===== src/rtl/squib_cmd_pkg.sv =====
package squib_cmd_pkg;
  localparam int CODE_W = 4;
  localparam int DATA_W = 4;
  localparam int FRAME_BITS = CODE_W + DATA_W;

  typedef enum logic [CODE_W-1:0] {
    CMD_AMUX = 4'h4,
    CMD_LOW  = 4'h5,
    CMD_AUX  = 4'h6,
    CMD_HIGH = 4'hA
  } cmd_e;

  localparam logic [DATA_W-1:0] AMUX_HIZ = 4'b0000;
  localparam logic [DATA_W-1:0] AMUX_MR  = 4'b0001;
  localparam logic [DATA_W-1:0] AMUX_AIN = 4'b0010;
  localparam logic [DATA_W-1:0] AMUX_BAT = 4'b0100;
  localparam logic [DATA_W-1:0] AMUX_RES = 4'b1000;
endpackage


===== src/rtl/squib_sync.sv =====
module squib_sync #(
  parameter int W = 3,
  parameter int STAGES = 2,
  parameter logic [W-1:0] RST_VAL = '0
) (
  input  logic         clk,
  input  logic         rst_n,
  input  logic [W-1:0] d,
  output logic [W-1:0] q
);
  logic [W-1:0] st [STAGES];

  always_ff @(posedge clk or negedge rst_n) begin
    if (!rst_n) st[0] <= RST_VAL;
    else        st[0] <= d;
  end

  for (genvar i = 1; i < STAGES; i++) begin : g_stage
    always_ff @(posedge clk or negedge rst_n) begin
      if (!rst_n) st[i] <= RST_VAL;
      else        st[i] <= st[i-1];
    end
  end

  assign q = st[STAGES-1];
endmodule


===== src/rtl/squib_frame_rx.sv =====
module squib_frame_rx
  import squib_cmd_pkg::*;
(
  input  logic                  clk,
  input  logic                  rst_n,
  input  logic                  sck_s,
  input  logic                  cs_n_s,
  input  logic                  mosi_s,
  output logic                  frame_valid,
  output logic [FRAME_BITS-1:0] frame
);
  localparam int CNT_W = $clog2(FRAME_BITS + 2);
  localparam logic [CNT_W-1:0] CNT_FULL = CNT_W'(FRAME_BITS);
  localparam logic [CNT_W-1:0] CNT_OVER = CNT_W'(FRAME_BITS + 1);

  logic             sck_q;
  logic             cs_q;
  logic [CNT_W-1:0] cnt;
  logic             sck_rise;

  assign sck_rise = sck_s & ~sck_q;

  always_ff @(posedge clk or negedge rst_n) begin
    if (!rst_n) begin
      sck_q <= 1'b0;
      cs_q  <= 1'b1;
      cnt   <= '0;
      frame <= '0;
    end else begin
      sck_q <= sck_s;
      cs_q  <= cs_n_s;
      if (cs_n_s) begin
        cnt <= '0;
      end else if (sck_rise) begin
        frame <= {frame[FRAME_BITS-2:0], mosi_s};
        if (cnt != CNT_OVER) cnt <= cnt + 1'b1;
      end
    end
  end

  assign frame_valid = cs_n_s & ~cs_q & (cnt == CNT_FULL);

  // the bit counter is cleared whenever the frame select is idle
  a_r8_idle_count_clear: assert property (@(posedge clk) disable iff (!rst_n)
    cs_n_s |=> (cnt == '0));
endmodule


===== src/rtl/squib_ctrl_regs.sv =====
module squib_ctrl_regs
  import squib_cmd_pkg::*;
(
  input  logic                  clk,
  input  logic                  rst_n,
  input  logic                  frame_valid,
  input  logic [FRAME_BITS-1:0] frame,
  output logic [DATA_W-1:0]     amux_sel,
  output logic [1:0]            low_on,
  output logic [1:0]            high_on,
  output logic                  vres_trip_hi
);
  logic [CODE_W-1:0] code;
  logic [DATA_W-1:0] data;
  logic [DATA_W-1:0] amux_next;

  assign code = frame[FRAME_BITS-1 -: CODE_W];
  assign data = frame[DATA_W-1:0];

  always_comb begin
    unique case (data)
      AMUX_MR, AMUX_AIN, AMUX_BAT, AMUX_RES: amux_next = data;
      default:                               amux_next = AMUX_HIZ;
    endcase
  end

  always_ff @(posedge clk or negedge rst_n) begin
    if (!rst_n) begin
      amux_sel     <= AMUX_HIZ;
      low_on       <= 2'b00;
      high_on      <= 2'b00;
      vres_trip_hi <= 1'b0;
    end else if (frame_valid) begin
      case (code)
        CMD_AMUX: amux_sel     <= amux_next;
        CMD_LOW:  low_on       <= ~data[1:0];
        CMD_HIGH: high_on      <= data[1:0];
        CMD_AUX:  vres_trip_hi <= data[0];
        default:  ;
      endcase
    end
  end

  // the analog select never shows more than one source at once
  a_r2_mux_onehot0: assert property (@(posedge clk) disable iff (!rst_n)
    $onehot0(amux_sel));

  // with no accepted frame, no output moves
  a_r9_hold_idle: assert property (@(posedge clk) disable iff (!rst_n)
    !frame_valid |=> ($stable(amux_sel) && $stable(low_on) &&
                      $stable(high_on) && $stable(vres_trip_hi)));

  // low-side enables are the inverse of the written data bits
  a_r3_low_active_low: assert property (@(posedge clk) disable iff (!rst_n)
    (frame_valid && code == CMD_LOW) |=> (low_on == ~$past(frame[1:0])));

  // high-side enables follow the written data bits
  a_r4_high_active_high: assert property (@(posedge clk) disable iff (!rst_n)
    (frame_valid && code == CMD_HIGH) |=> (high_on == $past(frame[1:0])));

  // the trip select follows data bit 0
  a_r5_trip_bit0: assert property (@(posedge clk) disable iff (!rst_n)
    (frame_valid && code == CMD_AUX) |=> (vres_trip_hi == $past(frame[0])));
endmodule


===== src/rtl/squib_cmd_bank.sv =====
module squib_cmd_bank
  import squib_cmd_pkg::*;
#(
  parameter int SYNC_STAGES = 2
) (
  input  logic              clk,
  input  logic              rst_n,
  input  logic              spi_sck,
  input  logic              spi_cs_n,
  input  logic              spi_mosi,
  output logic [DATA_W-1:0] amux_sel,
  output logic [1:0]        low_on,
  output logic [1:0]        high_on,
  output logic              vres_trip_hi
);
  logic [2:0]            pins_s;
  logic                  frame_valid;
  logic [FRAME_BITS-1:0] frame;

  squib_sync #(
    .W(3),
    .STAGES(SYNC_STAGES),
    .RST_VAL(3'b010)
  ) u_sync (
    .clk  (clk),
    .rst_n(rst_n),
    .d    ({spi_sck, spi_cs_n, spi_mosi}),
    .q    (pins_s)
  );

  squib_frame_rx u_rx (
    .clk        (clk),
    .rst_n      (rst_n),
    .sck_s      (pins_s[2]),
    .cs_n_s     (pins_s[1]),
    .mosi_s     (pins_s[0]),
    .frame_valid(frame_valid),
    .frame      (frame)
  );

  squib_ctrl_regs u_regs (
    .clk         (clk),
    .rst_n       (rst_n),
    .frame_valid (frame_valid),
    .frame       (frame),
    .amux_sel    (amux_sel),
    .low_on      (low_on),
    .high_on     (high_on),
    .vres_trip_hi(vres_trip_hi)
  );
endmodule


===== config.mk =====
export PLATFORM = sky130hd
export DESIGN_NAME = squib_cmd_bank
export DESIGN_NICKNAME = d
export VERILOG_FILES = /design/src/rtl/squib_cmd_pkg.sv /design/src/rtl/squib_sync.sv /design/src/rtl/squib_frame_rx.sv /design/src/rtl/squib_ctrl_regs.sv /design/src/rtl/squib_cmd_bank.sv
export SDC_FILE = /design/constraint.sdc
export NUM_CORES = 1
export LEC_CHECK = 0
export ABC_AREA = 1
export BUFFER_PORTS_ARGS = -buffer_cell sky130_fd_sc_hd__buf_4
export CAP_MARGIN = 10
export CORE_AREA = 2 2 61 63
export CTS_CLUSTER_SIZE = 28
export DETAILED_ROUTE_END_ITERATION = 10
export DIE_AREA = 0 0 63 65
export GPL_TIMING_DRIVEN = 0
export HOLD_SLACK_MARGIN = 0.02
export PLACE_DENSITY = 0.52
export SYNTH_ARGS = -nofsm -noshare
export SYNTH_HDL_FRONTEND = slang
export SYNTH_SLANG_ARGS = --single-unit

===== constraint.sdc =====
create_clock -name clk -period 1.7 [get_ports clk]
set_input_delay 0.425 -clock clk [delete_from_list [all_inputs] [get_ports clk]]
set_output_delay 0.425 -clock clk [all_outputs]
set_load 0.01 [all_outputs]

Word-level counts from Yosys, hierarchy flattened
Cells that the tools add are included.
{ "totals": {"out_inout_bits": 9, "inputBits": 5, "ff_bits": 29, "elab_cells": 41} }
{ "classes": {"mux": 4, "n_reduce_logical": 9, "eq_ne": 10, "n_addsub": 1, "bitwise": 7} }
{ "ops": {"columns": ["op", "n"], "rows": [
  ["$eq A4 B3 Y1 const B", 4],
  ["$mux W4", 4],
  ["$eq A4 B4 Y1 const B", 3],
  ["$reduce_and A2 Y1", 6],
  ["$add A4 B1 Y4 const B", 1],
  ["$eq A4 B1 Y1 const B", 1],
  ["$eq A4 B2 Y1 const B", 1],
  ["$ne A4 B4 Y1 const B", 1],
  ["$reduce_bool A2 Y1", 2],
  ["$reduce_or A4 Y1", 1],
  ["$and A1 B1 Y1", 3],
  ["$not A1 Y1", 3],
  ["$not A2 Y2", 1]
]} }

Depth between registers and ports, before layout
{ "depth": {"depth_word": 4, "depth_mapped": 8, "mapped_depth_nobuf": 7} }

Hierarchy
Synthesis repeated with hierarchy kept, for this count alone.
{ "hier_totals": {"cells_unflattened": 150, "hier_area_um2": 1303.8} }
{ "modules_own_cells": {"columns": ["module", "area_each_um2", "seq_area_each_um2", "n_inst", "cells_each"], "rows": [
  ["squib_frame_rx", 640.6, 351.6, 1, 70],
  ["squib_ctrl_regs", 488.0, 225.2, 1, 71],
  ["squib_sync", 175.2, 152.6, 1, 9]
]} }

Worst setup path after synthesis
OpenSTA, ideal clock, no wires.
{ "synth_timing": {"path_kind": "reg-to-reg", "start": "register u_rx.cnt[0]", "end": "register u_regs.vres_trip_hi", "arrival_time_ns": 1.134, "t_required_ns": 1.583, "path_slack_ns": 0.450, "n_path_buf": 1, "stages_incl_launch_ff": 9, "period_less_slack_ns": 1.250, "setup_ns": 0.117, "cell_sequence": "dfrtp_1 inv_1 ha_1 nand3_1 nor2_4 buf_6 nand3_2 nand2_1 nand2_1"} }
{ "synth_between": {"elab_chain_cells": 3} }
{ "synth_lines": {"columns": ["element", "line", "source"], "rows": [
  ["start, declared", "squib_frame_rx.sv:18", "logic [CNT_W-1:0] cnt;"],
  ["start signal, assigned", "squib_frame_rx.sv:36", "if (cnt != CNT_OVER) cnt <= cnt + 1'b1;"],
  ["$eq A4 B4 Y1", "squib_frame_rx.sv:41", "assign frame_valid = cs_n_s & ~cs_q & (cnt == CNT_FULL);"],
  ["$and A1 B1 Y1", "squib_frame_rx.sv:41", null],
  ["$reduce_and A2 Y1 (no line)", null, null],
  ["end signal, assigned", "squib_ctrl_regs.sv:38", "CMD_AUX: vres_trip_hi <= data[0];"],
  ["end, declared", "squib_ctrl_regs.sv:11", "output logic vres_trip_hi"]
]} }
Every way passes these cells.
A chain may end at the register's enable or synchronous reset.

Final worst setup path
Same ends and word-level chain as after synthesis.

==> summary.txt <==
Critical path
  – CP max stage cell: dfrtp_1
  – Req. time, crit path: 1.92 ns
  – Critical Path Start Type: register
  – Slowest Stage Delay on Critical Path: 0.45 ns
  – Cell repeated most along the worst path: nand2_1
  – CP top delay family: flip-flops
  – CP arrival: 1.60 ns
  – Crit-path cells: inv_1 -> ha_1 -> nand3_1 -> nor2_4 -> buf_6 -> nand3_2 -> nand2_1 -> nand2_1
  – CP Max Fanout: 10
  – Critical path capture point type: register
  – Crit Path Class: reg2reg
  – Crit path buf inv count: 2

Power and ir drop
  – Combinational power share: 13.4%
  – Reg power frac: 56.8%
  – Int Power: 0.00102 W
  – Psw: 0.000420 W
  – Static Leak: 0.743 nW
  – Peak supply drop: 0.356 mV
  – Clock network power share: 29.7%
  – Power per cell area: 977 nW/µm²
  – Net Sw Frac: 29.1%

Clock network
  – Deepest clock path buffer count: 2
  – Clock sink count: 29
  – H-tree Lvls: 2
  – Root buf cell: clkbuf_4
  – Quantity of gates resized following cts: 0
  – Clk Latency, worst-skew pair: 0.33 ns
  – CTS tree: built
  – CTS clk-pin slew, worst paths: 0.09 ns
  – TritonCTS buffer count: 5

Placed design
  – I/O Buffers: 13
  – GPL Wtd Cong: 0.774
  – Detailed Place HPWL: 1.53 mm

Finish
  – Ant diodes: 0
  – Fraction of layout cells with a size suffix above 1: 24.7%
  – Area Overhead vs Synth: 18.1%
  – Final core occ: 42.3%
  – Final nets: 161
  – Fillers: 372

Routing
  – Starting DRT DRC Count: 53
  – Total number of vias: 921
  – DRC viols: 0
  – 1st-pass router iterations: 4
  – DR vias/cell: 4.56
  – Metal2 WL: 984 µm
  – Top sig layer: met4
  – Wire length per cell: 10.6 µm
  – Post-Route WL: 2.15 mm
  – WL met3: 123 µm
  – Wl on met1: 982 µm
  – Routed Antenna Nets: 0

Global routing
  – Total track usage: 13.3%
  – Total grt overflow: 0
  – Vias in the first global route: 901
  – Initial antenna violation count: 0
  – Largest net degree at the start of global routing: 30
  – First-pass GRT wire length: 4.07 mm

Worst hold path
  – Hold WC Path Type: in2reg

Logic synthesis
  – Synthesized Nets: 140
  – Cells after synthesis: 132
  – Leading cell types by count after synthesis: 38 x nand2_1, 26 x dfrtp_1, 12 x inv_1, 12 x nand3_1, 9 x o21ai_1
  – Ranking of synthesized cells by area: dfrtp_1 52%, nand2_1 11%, dfstp_2 6.3%, nand3_1 4.8%, o21ai_1 3.6%
  – Top cell type by total area after synthesis: dfrtp_1
  – Most common cell in the synthesized netlist: nand2_1
  – Synth unique cells: 22
  – Mapped Area: 1250 µm²
  – Synthesized area per cell: 9.49 µm²
  – Post-synth top flop: dfrtp_1
  – EDFF count, synth: 0
  – Synth async-reset ratio: 100%
  – FF+latch count, synth: 29
  – Post-synth top area share: 51.9%
  – Synth warn: 0
  – Register area share after synthesis: 58.2%

Die
  – Cell Rows: 22
  – Die width: 63 µm
  – Initial Util: 35.8%
  – # IOs: 14
  – Core ar.: 3500 µm²
  – Die H: 65 µm
  – Die area: 4100 µm²

Timing
  – Max-slew violations: 0
  – Clock skew: 0.0142 ns
  – Hold Vio Cnt, Final: 0
  – RSZ-0062 raised after global routing: false
  – Final setup violation count: 0
  – Worst rel slew slack: 76.1%
  – Period Utilization, post-route: 81.2%
  – FMAX: 724 MHz
  – Tmin final: 1.38 ns
  – TNS Setup: 0 ns
  – Worst Tran Pin Value: 0.359 ns

Job
  – Max Cap Viol: 0

Outcome
  – Outcome: finished clean
-- cells in the final DEF (no fill, tap or decap), types with 4 or more instances in the layout --
cell / n
dfrtp_1: 26
nand2_2: 5
nand3_1: 12
clkbuf_4: 5
o21ai_1: 9
inv_1: 12
nand2_1: 38
buf_4: 13
nor3_1: 4
-- cell families after synthesis --
family	Yosys count	share of synthesized area [%]
xor gates and xnor gates	1	0.699
DFF	29	58.2
and+or+nand+nor	70	27.5
buffers and inverters	17	5.79
AOI/OAI and AO/OA	12	4.79
adders and majority gates	3	3.00
-- sequential cells by signal (all words and copies together) (netlist names) --
| name | flops |
|---|---|
| u_regs.low_on | 2 |
| u_regs.vres_trip_hi | 1 |
| u_rx.cnt | 4 |
| u_rx.cs_q | 1 |
| u_regs.high_on | 2 |
| u_sync.q | 3 |
| u_rx.frame | 8 |
| u_rx.sck_q | 1 |
| u_regs.amux_sel | 4 |
| u_sync.st | 3 |
-- path summary, 6_finish.rpt --
kind | startpoint | endpoint | slack, ns | depth (start not counted)
worst min-delay path | spi_sck | u_sync.st[5] | 0.21 | 1
worst max register to register | u_rx.cnt[0] | u_regs.vres_trip_hi | 0.32 | 8
worst min register to register | u_sync.st[5] | u_sync.q[2] | 0.35 | 0
worst max-delay path | u_rx.cnt[0] | u_regs.vres_trip_hi | 0.32 | 8
min in group asynchronous | rst_n | u_regs.amux_sel[2] | 0.54 | 2
max in group asynchronous | rst_n | u_sync.st[4] | 0.83 | 2
-- stage by stage --
step | hold WS [ns] | std cells | total power (W) | setup WS, ns | instance area, µm²
after global routing | 0.178 | 202 | 0.00155 | 0.192 | 1480
after detailed placement | 0.341 | 193 | 0.00103 | 0.326 | 1410
after global placement | 0.334 | 193 | 0.00102 | 0.339 | 1410
final | 0.208 | 202 | 0.00144 | 0.319 | 1480
after CTS | 0.191 | 202 | 0.00147 | 0.308 | 1480
after floorplan | 0.129 | 132 | 0.000966 | 0.450 | 1250
-- metal layers --
metal | GRT usage (%) | up-vias
li1 | - | 464
met1 | 15.7 | 431
met2 | 20.2 | 21
met3 | 5.73 | 5
met4 | 7.50 | 0
met5 | 0 | -
-- worst register-to-register path, delay by kind of cell (launching register included) --
family	cells	cell delay, ns
DFF	1	0.45
and+or+nand+nor	5	0.42
buffers and inverters	2	0.25
adders and majority gates	1	0.15
-- power by group through the flow --
stage                     Sequential, W  Combinational, W  Clock (W)
after global placement         0.000832          0.000190          0
after floorplan                0.000821          0.000145          0
after global routing           0.000832          0.000230   0.000488
after CTS                      0.000821          0.000199   0.000449
after detailed placement       0.000835          0.000196          0
final                          0.000821          0.000194   0.000429
-- layout make-up --
| cell class | count | area [µm²] | area share [%] |
|---|---|---|---|
| multi-input cells | 86 | 450 | 30.5 |
| well taps | 48 | 60.1 | 4.06 |
| inverters | 15 | 56.3 | 3.81 |
| plain buffers | 2 | 16.3 | 1.10 |
| flip-flops and latches | 29 | 729 | 49.3 |
| clock buffers | 8 | 58.8 | 3.98 |
| repair buffers | 14 | 108 | 7.28 |
-- timing repair --
action                                 4_1_cts  5_1_grt
endpoints found under the hold margin       24        0
hold buffers                                 1        0
setup buffers                                0        0
Note: power is estimated with default switching activity, not from simulation.
